--- config.mk ---
export PLATFORM = sky130hd
export DESIGN_NAME = boost_pulse_ctrl
export DESIGN_NICKNAME = d
export VERILOG_FILES = /design/src/rtl/bpc_pkg.sv /design/src/rtl/bpc_decide.sv /design/src/rtl/bpc_hist.sv /design/src/rtl/bpc_seq.sv /design/src/rtl/boost_pulse_ctrl.sv
export SDC_FILE = /design/constraint.sdc
export NUM_CORES = 1
export LEC_CHECK = 0
export BUFFER_PORTS_ARGS = -buffer_cell sky130_fd_sc_hd__buf_2
export CAP_MARGIN = 5
export CORE_MARGIN = 4
export CORE_UTILIZATION = 52
export DETAILED_ROUTE_END_ITERATION = 10
export PLACE_DENSITY = 0.85
export RECOVER_POWER = 25
export SLEW_MARGIN = 10
export SYNTH_ARGS = -nofsm -noshare
export SYNTH_HDL_FRONTEND = slang
export SYNTH_SLANG_ARGS = --single-unit
--- constraint.sdc ---
create_clock -name clk -period 1.88 [get_ports clk]
set_input_delay 0.094 -clock clk [delete_from_list [all_inputs] [get_ports clk]]
set_output_delay 0.094 -clock clk [all_outputs]
set_load 0.1 [all_outputs]
--- src/rtl/bpc_pkg.sv ---
package bpc_pkg;

    typedef enum logic [1:0] {
        PH_IDLE  = 2'd0,
        PH_SETUP = 2'd1,
        PH_RUN   = 2'd2
    } phase_e;

    typedef struct packed {
        phase_e phase;
        logic   sw;
        logic   conv;
        logic   cfg;
    } seq_state_t;

endpackage

--- src/rtl/bpc_decide.sv ---
module bpc_decide #(
    parameter int DATA_W = 10
) (
    input  logic [DATA_W-1:0] sample,
    input  logic [DATA_W-1:0] prev,
    input  logic              sw_now,
    input  logic [DATA_W-1:0] thr_floor,
    input  logic [DATA_W-1:0] thr_trend,
    input  logic [DATA_W-1:0] thr_ceiling,
    output logic              sw_next
);
    logic below_floor;
    logic below_trend;
    logic below_ceil;
    logic rising;
    logic permit;

    always_comb begin
        below_floor = sample < thr_floor;
        below_trend = sample < thr_trend;
        below_ceil  = sample < thr_ceiling;
        rising      = sample > prev;
        permit      = 1'b0;
        if (!below_floor) begin
            permit = below_trend ? !rising : 1'b1;
        end
        sw_next = !sw_now && permit && below_ceil;
    end

    always_comb begin

        end_pulse_chk: assert (!(sw_now && sw_next));
    end
endmodule

--- src/rtl/bpc_hist.sv ---
module bpc_hist #(
    parameter int DATA_W = 10
) (
    input  logic              clk,
    input  logic              rst_n,
    input  logic              clear,
    input  logic              load,
    input  logic [DATA_W-1:0] sample,
    output logic [DATA_W-1:0] prev
);
    logic [DATA_W-1:0] prev_d, prev_q;

    always_comb begin
        prev_d = prev_q;
        if (clear)     prev_d = '0;
        else if (load) prev_d = sample;
    end

    always_ff @(posedge clk or negedge rst_n) begin
        if (!rst_n) prev_q <= '0;
        else        prev_q <= prev_d;
    end

    assign prev = prev_q;


    hist_clear_chk: assert property (@(posedge clk) disable iff (!rst_n)
        clear |=> prev_q == '0);

    hist_load_chk: assert property (@(posedge clk) disable iff (!rst_n)
        (load && !clear) |=> prev_q == $past(sample));
endmodule

--- src/rtl/bpc_seq.sv ---
module bpc_seq
    import bpc_pkg::*;
(
    input  logic clk,
    input  logic rst_n,
    input  logic enable,
    input  logic smp_valid,
    input  logic sw_next,
    output logic sw_now,
    output logic conv_req,
    output logic adc_setup,
    output logic hist_clear,
    output logic hist_load
);
    seq_state_t st_d, st_q;

    always_comb begin
        st_d      = st_q;
        st_d.conv = 1'b0;
        st_d.cfg  = 1'b0;
        if (!enable) begin
            st_d.phase = PH_IDLE;
            st_d.sw    = 1'b0;
        end else begin
            unique case (st_q.phase)
                PH_IDLE: begin
                    st_d.phase = PH_SETUP;
                    st_d.cfg   = 1'b1;
                    st_d.sw    = 1'b0;
                end
                PH_SETUP: begin
                    st_d.phase = PH_RUN;
                    st_d.conv  = 1'b1;
                end
                PH_RUN: begin
                    if (smp_valid) begin
                        st_d.sw   = sw_next;
                        st_d.conv = 1'b1;
                    end
                end
                default: st_d.phase = PH_IDLE;
            endcase
        end
    end

    always_ff @(posedge clk or negedge rst_n) begin
        if (!rst_n) st_q <= '{phase: PH_IDLE, sw: 1'b0, conv: 1'b0, cfg: 1'b0};
        else        st_q <= st_d;
    end

    assign sw_now     = st_q.sw;
    assign conv_req   = st_q.conv;
    assign adc_setup  = st_q.cfg;
    assign hist_clear = enable && (st_q.phase == PH_IDLE);
    assign hist_load  = enable && smp_valid && (st_q.phase == PH_RUN);


    conv_follow_chk: assert property (@(posedge clk) disable iff (!rst_n)
        hist_load |=> conv_req);

    pulse_width_chk: assert property (@(posedge clk) disable iff (!rst_n)
        (hist_load && sw_now) |=> !sw_now);

    disable_quiet_chk: assert property (@(posedge clk) disable iff (!rst_n)
        !enable |=> (!sw_now && !conv_req && !adc_setup));

    setup_once_chk: assert property (@(posedge clk) disable iff (!rst_n)
        adc_setup |=> (!adc_setup && !sw_now));
endmodule

--- src/rtl/boost_pulse_ctrl.sv ---
module boost_pulse_ctrl #(
    parameter int DATA_W = 10
) (
    input  logic              clk,
    input  logic              rst_n,
    input  logic              enable,
    input  logic              smp_valid,
    input  logic [DATA_W-1:0] smp_data,
    input  logic [DATA_W-1:0] thr_floor,
    input  logic [DATA_W-1:0] thr_trend,
    input  logic [DATA_W-1:0] thr_ceiling,
    output logic              sw_drive,
    output logic              conv_req,
    output logic              adc_setup
);
    logic [DATA_W-1:0] prev;
    logic sw_now, sw_next, hist_clear, hist_load;

    bpc_decide #(.DATA_W(DATA_W)) u_decide (
        .sample(smp_data), .prev(prev), .sw_now(sw_now),
        .thr_floor(thr_floor), .thr_trend(thr_trend), .thr_ceiling(thr_ceiling),
        .sw_next(sw_next)
    );

    bpc_hist #(.DATA_W(DATA_W)) u_hist (
        .clk(clk), .rst_n(rst_n), .clear(hist_clear), .load(hist_load),
        .sample(smp_data), .prev(prev)
    );

    bpc_seq u_seq (
        .clk(clk), .rst_n(rst_n), .enable(enable), .smp_valid(smp_valid),
        .sw_next(sw_next), .sw_now(sw_now), .conv_req(conv_req),
        .adc_setup(adc_setup), .hist_clear(hist_clear), .hist_load(hist_load)
    );

    assign sw_drive = sw_now;


    floor_veto_chk: assert property (@(posedge clk) disable iff (!rst_n)
        (hist_load && smp_data < thr_floor) |=> !sw_drive);

    trend_veto_chk: assert property (@(posedge clk) disable iff (!rst_n)
        (hist_load && smp_data < thr_trend && smp_data > prev) |=> !sw_drive);

    ceiling_veto_chk: assert property (@(posedge clk) disable iff (!rst_n)
        (hist_load && smp_data >= thr_ceiling) |=> !sw_drive);
endmodule

# ---- Yosys cells after proc, flatten, opt, wreduce, memory -nomap -nowiden
# Index checks and enable logic that the tools add are counted.
dict set report word_totals {
  reg_bits 15
  in_bits 44
  output_inout_bits 3
  word_cells 35
}
dict set report classes {
  magnitude_cmp 4
  eq_ne 5
  muxes 11
  n_reduce_logical 10
}
# cell count
set op_table {}
lappend op_table {{$lt 10x10->1} 3}
lappend op_table {{$mux 10} 2}
lappend op_table {{$gt 10x10->1} 1}
lappend op_table {{$pmux 2 s3} 1}
lappend op_table {{$logic_and 1x1->1} 5}
lappend op_table {{$mux 2} 2}
lappend op_table {{$pmux 1 s2} 2}
lappend op_table {{$mux 1} 3}
lappend op_table {{$mux 3} 1}
lappend op_table {{$ne 3x1->1 const B} 1}
lappend op_table {{$ne 3x3->1 const B} 1}
lappend op_table {{$eq 2x1->1 const B} 1}
lappend op_table {{$eq 2x2->1 const B} 1}
lappend op_table {{$logic_not 1->1} 2}
lappend op_table {{$logic_not 2->1} 1}
lappend op_table {{$ne 2x2->1 const B} 1}
lappend op_table {{$reduce_and 2->1} 1}
lappend op_table {{$reduce_bool 2->1} 1}

# ---- Longest topological paths before layout
dict set report logic_depth {
  word_depth 9
  depth_mapped 8
}

# ---- Hierarchy
# From an unflattened synthesis, not the netlist that was laid out.
dict set report unflattened {
  hier_cells 180
  area_unflattened_um2 1580.3
}
# mod n_inst cells_each area_per_inst_um2 seq_area_each_um2
set modules_own_cells {}
lappend modules_own_cells {bpc_decide 1 125 924.6 0.0}
lappend modules_own_cells {bpc_hist 1 32 402.9 250.2}
lappend modules_own_cells {bpc_seq 1 23 252.7 125.1}

# ---- Worst setup path before layout
# No wires, ideal clock.
dict set report synth_path {
  path_type {register -> register}
  startpoint {register u_seq.st_q[3] (netlist bit)}
  endpoint {register u_seq.st_q, in the netlist u_seq.sw_now}
  setup_time_ns 0.087
  arrival_ns 1.606
  required_ns 1.793
  path_slack_ns 0.187
  path_stages_with_launch 9
  path_buffers 1
  synth_period_minus_slack_ns 1.693
  path_cell_list {dfrtp_1 inv_1 ha_1 clkbuf_2 nand3_4 a2111oi_4 o21ai_1 o21a_1 a211oi_2}
}
dict set report synth_via {
  elab_chain_len 3
  elab_cells_between_ends 7
}
# element line_no
set synth_rtl {}
lappend synth_rtl {{start, declared} bpc_seq.sv:15} ;# seq_state_t st_d, st_q;
lappend synth_rtl {{start signal, assigned} bpc_seq.sv:47} ;# if (!rst_n) st_q <= '{phase: PH_IDLE, sw: 1'b0, conv: 1'b0, cfg: 1'b0};
lappend synth_rtl {{start signal, assigned} bpc_seq.sv:48} ;# else st_q <= st_d;
lappend synth_rtl {{$eq 2x2->1 / $logic_not 2->1 (equally long branches)} bpc_seq.sv:25} ;# unique case (st_q.phase)
lappend synth_rtl {{$pmux 1 s2, or another cell as far along} bpc_seq.sv:25}
lappend synth_rtl {{$mux 3 / $reduce_and 2->1 (equally long branches)} --}
# Several ways; a longest one is shown, not always the timed one.
# A chain may end at the register's enable or synchronous reset.

# ---- Final worst setup path
dict set report layout_path {
  startpoint {register u_hist.prev_q[3] (netlist: u_hist.prev[3])}
  endpoint {register u_seq.st_q, in the netlist u_seq.sw_now}
}
dict set report layout_via {
  elab_chain_len 9
}
# element line_no
set layout_rtl {}
lappend layout_rtl {{start, declared} bpc_hist.sv:11} ;# logic [DATA_W-1:0] prev_d, prev_q;
lappend layout_rtl {{start signal, assigned} bpc_hist.sv:21} ;# else prev_q <= prev_d;
lappend layout_rtl {{$gt 10x10->1} bpc_decide.sv:22} ;# rising = sample > prev;
lappend layout_rtl {{$logic_not 1->1} bpc_decide.sv:25} ;# permit = below_trend ? !rising : 1'b1;
lappend layout_rtl {{$mux 1} bpc_decide.sv:25}
lappend layout_rtl {{$mux 1} bpc_decide.sv:24} ;# if (!below_floor) begin
lappend layout_rtl {{$logic_and 1x1->1 (2 in a row)} bpc_decide.sv:27} ;# sw_next = !sw_now && permit && below_ceil;
lappend layout_rtl {{$mux 2} bpc_seq.sv:36} ;# if (smp_valid) begin
lappend layout_rtl {{$pmux 1 s2} bpc_seq.sv:25}
lappend layout_rtl {{$mux 3} bpc_seq.sv:21} ;# if (!enable) begin
# Every way passes these cells. The select of a mux whose other input is x is not followed.

==> flow_metrics.tcl <==
set metrics [dict create \
    status "completed" \
    port_buffers 46 \
    finalCriticalPeriod_ps 1700 \
    maxSlewHeadroom_pct 46.5 \
    period_share_pct 90.4 \
    synth_top_family_by_area "adder cells" \
    ys_ff_latch 15 \
    grt.total_usage_pct 17.6 \
    num_vias 1393 \
    grt.met2_usage_pct 28.7 \
    required_ps 2090 \
    synth-compound-area-share_pct 19.8 \
    overflow 0 \
    yosys.area_share.simple_pct 11.6 \
    clk_latency_ps 290 \
    cts_max_level 1 \
    yosys.area_share.xor_xnor_pct 0 \
    syn-num-nets 267 \
    antenna_cells 0 \
    rsz0062_at_grt "false" \
    power_leakage_nw 1.08 \
    routed_wl_um 3290 \
    layout-drive-gt1-share_pct 23.2 \
    synthCells 182 \
    grt_use_met3_pct 4.09 \
    die_w_um 63.5 \
    cts_root_buf "clkbuf_4" \
    avgSynthCellArea_um2 8.81 \
    fmax_mhz 588 \
    skew_ps 9.53 \
    drtAntennaViolNets 0 \
    setup_violations 0 \
    core_um2 2850 \
    cts_resized 0 \
    hpwl_um 2830 \
    crit_fanout 2 \
    numCtsBuffers 3 \
    clk_pin_slew_ps 90 \
    dr.pass1.iters 4 \
    startpoint_type "flop" \
    maxCapViolations 0 \
    slew_violations 0 \
    antenna_found_initial 0 \
    clockBufferDepth 2 \
    grt_max_degree 16 \
    clock-sinks 15 \
    async_flop_share_pct 100 \
    ys_warn_count 0 \
    hp-class "input pin to flop" \
    holdBufCountCts 1 \
    peakVddDrop_v 0.000400 \
    critical_path.endpoint_type "flop" \
    routedWlPerCell_um 12.5 \
    p_per_area_nw_per_um2 477 \
    hold_viol_final 0 \
    rows 19 \
    die-area_um2 4030 \
    final_nets 319 \
    boundaryPins 47 \
    synth_adder_area_share_pct 32.0 \
    grt_pass1_wl_um 5780 \
    gp_congestion 0.791 \
    via_per_inst 5.28 \
    fillers 244 \
    grt_busiest_layer "met2" \
    cts_tree "built" \
    tightest_slew_ps 802 \
    seq_area_frac_synth_pct 23.4 \
    grt_pass1_vias 1352 \
    hold-worst-slack_ps 96.1 \
    fin_tns_setup_ps 0 \
    grt_use_met1_pct 23.8 \
    synthesis.area_um2 1600 \
    area_delta_synth_final_pct 19.4 \
    cts_setup_buffers 0 \
    synth.distinct_cells 32 \
    die_y_um 63.5 \
    crit_arrival_ps 1910 \
    critical_path_class "flop to flop" \
    synth_edf_count 0 \
    start_util_pct 56.2 \
    ys.flop_type "dfrtp_1" \
    drt_iter0_markers 76 \
    drc_errors 0 \
    muxShareOfSynthArea_pct 2.50 \
]
-- cell families (layout without fill, tap and decap cells) --
logic type                 count (synthesis)  count (layout)
buffers and inverters                     45              96
AOI/OAI and AO/OA                         43              43
adders and majority gates                 41              41
and+or+nand+nor                           34              34
DFF                                       15              15
muxes                                      4               4
-- metal layers --
metal / vias to the layer above / share of wire, %
met4: 0 / 0.33
met2: 34 / 48
met5: - / 0
met3: 2 / 5.5
met1: 620 / 46
li1: 737 / -
-- critical path: stages, from the launching register on --
cell and delay [ps]:
dfrtp_1 350, inv_1 40, ha_1 280, a21o_1 160, a21o_1 170, a211oi_1 260, o21ai_0 140, a211oi_2 230
-- power breakdown --
part           switching, W  leakage, nW  total [W]  internal (W)
Combinational      0.000219        0.853   0.000371      0.000152
Sequential        0.0000147        0.205   0.000360      0.000345
Clock              0.000104       0.0177   0.000183     0.0000791
-- layout make-up --
cell class | count | area (um2) | area share (%)
clock inverter | 1 | 5.00 | 0.261
tap | 31 | 38.8 | 2.03
sequential | 15 | 375 | 19.6
clock buffer | 3 | 22.5 | 1.18
multi-input combinational | 122 | 1060 | 55.2
timing repair buffer | 49 | 254 | 13.3
inverter | 43 | 161 | 8.43
-- synthesized netlist by cell type (all sizes together), types with 2 or more instances --
cell      n  area share [%]
a21o      3             1.4
nand2b    4             1.6
o21ai     6             1.9
o211ai    2            0.94
a21oi    10             3.1
ha       41              32
clkbuf    2            0.55
a22o      6             3.3
a211oi    6             3.1
nor2b     2            0.78
nand4     6             2.3
dfrtp    15              23
mux2i     4             2.5
nand2     7             1.6
a2111oi   3             2.8
o21a      3             1.4
inv      43              10
nor2      9             2.1
-- registers in the layout, summed over array words and instances, names as in the netlist --
| signal | cells |
|---|---|
| u_hist.prev | 10 |
| u_seq.adc_setup | 1 |
| u_seq.conv_req | 1 |
| u_seq.st_q | 2 |
| u_seq.sw_now | 1 |
-- cells in the final DEF, fill, tap and decap left out, types with 5 or more instances in the layout --
cell type,count
ha_1,41
o21ai_0,5
nand4_1,6
dfrtp_1,15
nand2_1,7
a22o_1,6
a211oi_1,5
buf_2,45
nor2_1,9
a21oi_1,10
inv_1,43
-- worst paths after layout --
kind                                            start                         end  slack, ps  cells after the start
hold reg to reg            u_hist.prev[9]$_DFFE_PN0P_  u_hist.prev[9]$_DFFE_PN0P_        510                      1
setup / recovery           u_hist.prev[3]$_DFFE_PN0P_    u_seq.sw_now$_DFFE_PN0P_        180                      7
hold / removal                                 enable    u_seq.conv_req$_DFF_PN0_        100                      3
min in group asynchronous                       rst_n    u_seq.conv_req$_DFF_PN0_        390                      2
max in group asynchronous                       rst_n   u_seq.st_q[4]$_DFFE_PN0P_        980                      2
setup reg to reg           u_hist.prev[3]$_DFFE_PN0P_    u_seq.sw_now$_DFFE_PN0P_        180                      7
-- through the flow --
step           worst slack [ps]  instance area, um2  instances  power (W)  utilization (%)
3_3_place_gp                240                1880        259   0.000727             65.8
6_report                    181                1910        264   0.000914             67.1
5_1_grt                    30.5                1910        264   0.000994             67.1
4_1_cts                     171                1920        264   0.000923             67.1
3_5_place_dp                127                1880        259   0.000735             65.8
2_1_floorplan               187                1600        182   0.000608                -
Power figures use the tool's default switching activity.
